`src/rtl/vcs_pkg.sv`:
```
package vcs_pkg;
  // Strobes from control to datapath
  typedef struct packed {
    logic loadA;  // capture scaled difference
    logic loadB;  // capture divided result
  } stageStrobe_t;
endpackage

```
`src/rtl/vcs_ctrl.sv`:
```
module vcs_ctrl
  import vcs_pkg::*;
(
  input  logic         clk,
  input  logic         rst,
  input  logic         inValid,
  output logic         inReady,
  output stageStrobe_t strobes,
  output logic         outValid
);
  logic readyQ;
  logic vld1Q;
  logic vld2Q;
  logic take;

  assign take = inValid && readyQ;

  always_ff @(posedge clk) begin
    if (rst) begin
      readyQ <= 1'b0;
      vld1Q  <= 1'b0;
      vld2Q  <= 1'b0;
    end else begin
      readyQ <= 1'b1;
      vld1Q  <= take;
      vld2Q  <= vld1Q;
    end
  end

  assign inReady        = readyQ;
  assign strobes.loadA  = take;
  assign strobes.loadB  = vld1Q;
  assign outValid       = vld2Q;


  latency_two_chk: assert property (@(posedge clk) disable iff (rst)
    (inValid && inReady) |=> ##1 outValid);


  reset_quiet_chk: assert property (@(posedge clk)
    rst |=> (!inReady && !outValid));
endmodule

```
`src/rtl/vcs_datapath.sv`:
```
module vcs_datapath
  import vcs_pkg::*;
#(
  parameter int CNT_W   = 16,
  parameter int GAIN    = 90,
  parameter int OFFSET  = 245805,
  parameter int FRAC_SH = 10,
  parameter int ACC_W   = 26,
  parameter int RES_W   = 16
) (
  input  logic                    clk,
  input  logic                    rst,
  input  stageStrobe_t            strobes,
  input  logic [CNT_W-1:0]        count,
  input  logic                    preSel,
  output logic signed [RES_W-1:0] result
);
  localparam logic signed [ACC_W-1:0] GAIN_S   = ACC_W'(GAIN);
  localparam logic signed [ACC_W-1:0] OFFSET_S = ACC_W'(OFFSET);
  localparam logic signed [ACC_W-1:0] BIAS_S   = ACC_W'((1 << FRAC_SH) - 1);
  localparam longint ACC_MAX = 2 * ((longint'(1) << CNT_W) - 1) * GAIN - 2 * OFFSET;
  localparam longint ACC_MIN = -2 * longint'(OFFSET);

  logic signed [ACC_W-1:0] cntExt;
  logic signed [ACC_W-1:0] prod;
  logic signed [ACC_W-1:0] diff;
  logic signed [ACC_W-1:0] scaled;
  logic signed [ACC_W-1:0] accQ;
  logic signed [ACC_W-1:0] biased;
  logic signed [RES_W-1:0] resNext;
  logic signed [RES_W-1:0] resQ;

  // Stage one: affine map and pre-scale
  always_comb begin
    cntExt = $signed({{(ACC_W-CNT_W){1'b0}}, count});
    prod   = cntExt * GAIN_S;
    diff   = prod - OFFSET_S;
    scaled = preSel ? (diff <<< 1) : diff;
  end

  always_ff @(posedge clk) begin
    if (rst)                accQ <= '0;
    else if (strobes.loadA) accQ <= scaled;
  end


  no_overflow_chk: assert property (@(posedge clk) disable iff (rst)
    strobes.loadA |=> (longint'(accQ) <= ACC_MAX && longint'(accQ) >= ACC_MIN));

  // Stage two: divide rounding toward zero
  always_comb begin
    biased  = accQ[ACC_W-1] ? (accQ + BIAS_S) : accQ;
    resNext = RES_W'(biased >>> FRAC_SH);
  end

  always_ff @(posedge clk) begin
    if (rst)                resQ <= '0;
    else if (strobes.loadB) resQ <= resNext;
  end


  sign_keep_chk: assert property (@(posedge clk) disable iff (rst)
    (strobes.loadB && !accQ[ACC_W-1]) |=> (resQ >= 0));


  hold_value_chk: assert property (@(posedge clk) disable iff (rst)
    !strobes.loadB |=> $stable(resQ));

  assign result = resQ;
endmodule

```
`src/rtl/volt_code_scaler.sv`:
```
module volt_code_scaler
  import vcs_pkg::*;
#(
  parameter int SAMPLE_W = 32,
  parameter int CNT_W    = 16,
  parameter int GAIN     = 90,
  parameter int OFFSET   = 245805,
  parameter int FRAC_SH  = 10,
  parameter int ACC_W    = 26,
  parameter int RES_W    = 16
) (
  input  logic                    clk,
  input  logic                    rst,
  input  logic                    inValid,
  output logic                    inReady,
  input  logic [SAMPLE_W-1:0]     inSample,
  input  logic                    inPreSel,
  output logic                    outValid,
  output logic signed [RES_W-1:0] outValue
);
  stageStrobe_t strobes;
  logic [CNT_W-1:0] count;
  logic unusedHiBits;

  assign count        = inSample[CNT_W-1:0];
  assign unusedHiBits = ^inSample[SAMPLE_W-1:CNT_W];

  vcs_ctrl u_ctrl (
    .clk      (clk),
    .rst      (rst),
    .inValid  (inValid),
    .inReady  (inReady),
    .strobes  (strobes),
    .outValid (outValid)
  );

  vcs_datapath #(
    .CNT_W   (CNT_W),
    .GAIN    (GAIN),
    .OFFSET  (OFFSET),
    .FRAC_SH (FRAC_SH),
    .ACC_W   (ACC_W),
    .RES_W   (RES_W)
  ) u_dp (
    .clk     (clk),
    .rst     (rst),
    .strobes (strobes),
    .count   (count),
    .preSel  (inPreSel),
    .result  (outValue)
  );
endmodule

```
`config.mk`:
```
export PLATFORM = sky130hd
export DESIGN_NAME = volt_code_scaler
export DESIGN_NICKNAME = d
export VERILOG_FILES = /design/src/rtl/vcs_pkg.sv /design/src/rtl/vcs_ctrl.sv /design/src/rtl/vcs_datapath.sv /design/src/rtl/volt_code_scaler.sv
export SDC_FILE = /design/constraint.sdc
export NUM_CORES = 1
export LEC_CHECK = 0
export BUFFER_PORTS_ARGS = -buffer_cell sky130_fd_sc_hd__buf_2
export CAP_MARGIN = 30
export CORE_ASPECT_RATIO = 1.2
export CORE_MARGIN = 4
export CORE_UTILIZATION = 51
export CTS_BUF_LIST = sky130_fd_sc_hd__clkbuf_4 sky130_fd_sc_hd__clkbuf_8
export DETAILED_ROUTE_END_ITERATION = 12
export GPL_ROUTABILITY_DRIVEN = 0
export PLACE_DENSITY_LB_ADDON = 0.08
export SETUP_SLACK_MARGIN = 0.15
export SYNTH_ARGS = -nofsm -noshare
export SYNTH_HDL_FRONTEND = slang
export SYNTH_HIERARCHICAL = 1
export SYNTH_SLANG_ARGS = --single-unit
```
`constraint.sdc`:
```
create_clock -name clk -period 5 [get_ports clk]
set_input_delay 0.75 -clock clk [delete_from_list [all_inputs] [get_ports clk]]
set_output_delay 0.75 -clock clk [all_outputs]
set_load 0.1 [all_outputs]
```
==> reports/qor.txt <==
outcome: complete, no violations
hpwl dp: 7120 um
Sw Pwr: 0.00113 W
fillcell total: 818
wire length on met1: 3760 um
switch share: 0.478
clock group share of total power: 0.096
CTS max path bufs: 2
f_max: 217 MHz
Crit Path Category: in -> reg
Detailed Route WL: 8600 um
DRT Pass-1 Iters: 4
DRC viols: 0
core region area: 8560 um2
max layer used: met4
Leakage: 2.15 nW
first-pass GRT wire length: 15400 um
antenna viol nets, final: 0
Sink Count: 44
n_diodes: 0
EDFF count, synth: 0
final setup fails: 0
initial antenna violation count: 0
P_int: 0.00123 W
vias per inst: 5.35
Area Overhead vs Synth: 8.95%
Post-Layout Cell Count: 681
Synth top area share: 0.198
routed via count: 3641
synthesized cell area: 4450 um2
starting density of the core: 0.519
worst clock skew: 5.94 ps
Pins Over Slew Limit: 0
Post-CTS Hold Buffers: 0
die height: 110 um
RSZ-0062 raised after global routing: false
Worst-Skew Late Latency: 300 ps
crit-path most repeated cell: ha_1
Tightest Pin Transition: 966 ps
Netlist cell types: 67
share of layout cells above drive strength 1: 0.129
final worst path period share: 0.920
top cells by count, synth: inv_1, nor2_1, ha_1
worst path cell trace: buf_2, ha_1, ha_1, inv_1, fa_1, inv_1, ha_1, fa_1, a211oi_2, o211ai_2, o2111a_1, o31a_1, a311oi_1, nand3_1, xnor2_1, a221o_1
CTS Buf Count: 5
Most used DFF post-synth: dfxtp_1
routed wl met3: 241 um
Worst EP required: 5190 ps
DRT iter0 DRCs: 139
Post-Syn Area per Cell: 8.39 um2
Total Die Area: 10300 um2
placed cells: 673
fin crit period: 4600 ps
met2 WL post-DR: 4480 um
gr usage total: 0.180
Final nets: 664
Mapped Nets: 631
Peak VDD IR: 187 uV
vias in the first global route: 3540
FP Rows: 37
Final Total Pwr: 0.00235 W
Post-CTS Resized: 0
MaxCap Viol Count: 0
register area share after synthesis: 0.198
pwr/cell area: 486 nW/um2
Setup TNS: 0 ps
Async SR Flop Fraction: 0
clock-pin slew on the worst setup and hold paths: 70 ps
synthesized flop and latch total: 44
Area contributors post-synth: dfxtp_1, ha_1, fa_1
gr ovfl total: 0
H-tree Lvls: 2
sequential power share: 0.188
Finished Core Util: 0.566
CP peak stage delay: 500 ps
final hold viol count: 0
die width: 93.3 um
Port Buf Inserts: 37
critical path peak fanout: 4
Comb power frac: 0.716
Root Driver: clkbuf_8
CTS tree: done
crit path max-delay cell type: fa_1
relative slew slack: 0.355
IO Pins: 54
Post-CTS Setup Repair Bufs: 0
Cells after Synth: 530
Yosys top cell by area: dfxtp_1
crit end category: flip-flop
Worst Setup Start Kind: input port
Arrival @ worst endpoint: 4790 ps
Routed wire per std cell: 12.6 um
Hold Path Class: reg -> reg
largest net degree at the start of global routing: 48
Syn. warnings: 6
## final timing paths
| path | from | end | slack (ps) | cells after the start |
|---|---|---|---|---|
| worst min register to register | u_dp/result[15]$_SDFFE_PP0P_ | u_dp/result[15]$_SDFFE_PP0P_ | 470 | 2 |
| worst min-delay path | u_dp/result[15]$_SDFFE_PP0P_ | u_dp/result[15]$_SDFFE_PP0P_ | 470 | 2 |
| worst max-delay path | inSample[2] | u_dp/accQ[22]$_SDFFE_PP0P_ | 400 | 16 |
| worst max register to register | u_dp/accQ[0]$_SDFFE_PP0P_ | u_dp/result[13]$_SDFFE_PP0P_ | 3050 | 8 |
## flip-flops by register name, summed over array words and instances (netlist names)
name / count
u_dp/accQ: 25
u_ctrl/vld1Q: 1
u_dp/result: 16
u_ctrl/outValid: 1
u_ctrl/inReady: 1
## critical path: cells and delay by family
kind | cells | cell delay (ps)
adder cells (fa/ha/maj) | 5 | 1800
AO/OA/AOI/OAI | 6 | 1700
buffers and inverters | 3 | 210
AND/OR/NAND/NOR | 1 | 180
XOR/XNOR | 1 | 160
## layer usage
layer  GRT usage  vias up
li1            -     1922
met1       0.209     1662
met2       0.344       48
met3      0.0231        9
met4      0.0513        0
met5           0        -
## per-stage QoR
stage	instance area (um2)	hold slack [ps]	worst slack, ps
5_1_grt	4850	496	203
3_5_place_dp	4750	457	66.8
4_1_cts	4850	471	391
6_report	4850	470	399
2_1_floorplan	4450	439	439
3_3_place_gp	4750	455	127
## area by class of cell
class                   instances  area (um2)  share of cell area
clock buffers                   6        82.6              0.0170
clock inverters                 2        10.0             0.00207
inverters                      56         210              0.0434
multi-input cells             411        3270               0.675
flip-flops and latches         44         881               0.182
well taps                     117         146              0.0302
repair buffers                 45         245              0.0506
## logic make-up (layout without fill, tap and decap cells)
family                     Yosys count  in the layout  share of synthesized area
AOI/OAI and AO/OA                  123            123                      0.197
xor gates and xnor gates            58             58                      0.119
adders and majority gates           65             65                      0.210
buffers and inverters               75            109                     0.0667
DFF                                 44             44                      0.198
muxes                               15             15                     0.0338
and+or+nand+nor                    150            150                      0.175
## power by group through the flow
stage,Clock (W),Sequential [W],Combinational [W]
2_1_floorplan,0,0.000489,0.00134
3_3_place_gp,0,0.000449,0.00165
3_5_place_dp,0,0.000451,0.00169
4_1_cts,0.000236,0.000443,0.00170
5_1_grt,0.000252,0.000450,0.00191
6_report,0.000226,0.000443,0.00169
## cell usage in the layout (no fill, tap or decap), drive strengths merged, types with 3 or more instances in the layout
cell type,synthesis,final
xor2,29,29
o211ai,10,10
nor3,8,8
fa,16,16
nor4,4,4
and3,5,5
ha,49,49
a21o,7,7
o2111ai,3,3
clkbuf,12,6
nand2,30,30
xnor2,29,29
buf,7,45
nand3,10,10
or3,3,3
nor2b,5,5
mux2i,15,15
a31oi,5,5
nand2b,11,11
a21oi,29,29
clkinv,1,3
inv,55,55
nor3b,3,3
nor2,55,55
o21ai,21,21
and2,4,4
dfxtp,44,44
a211oi,21,21
a311oi,5,5
nand4,5,5
No activity file was read; power rests on OpenSTA's default activity.
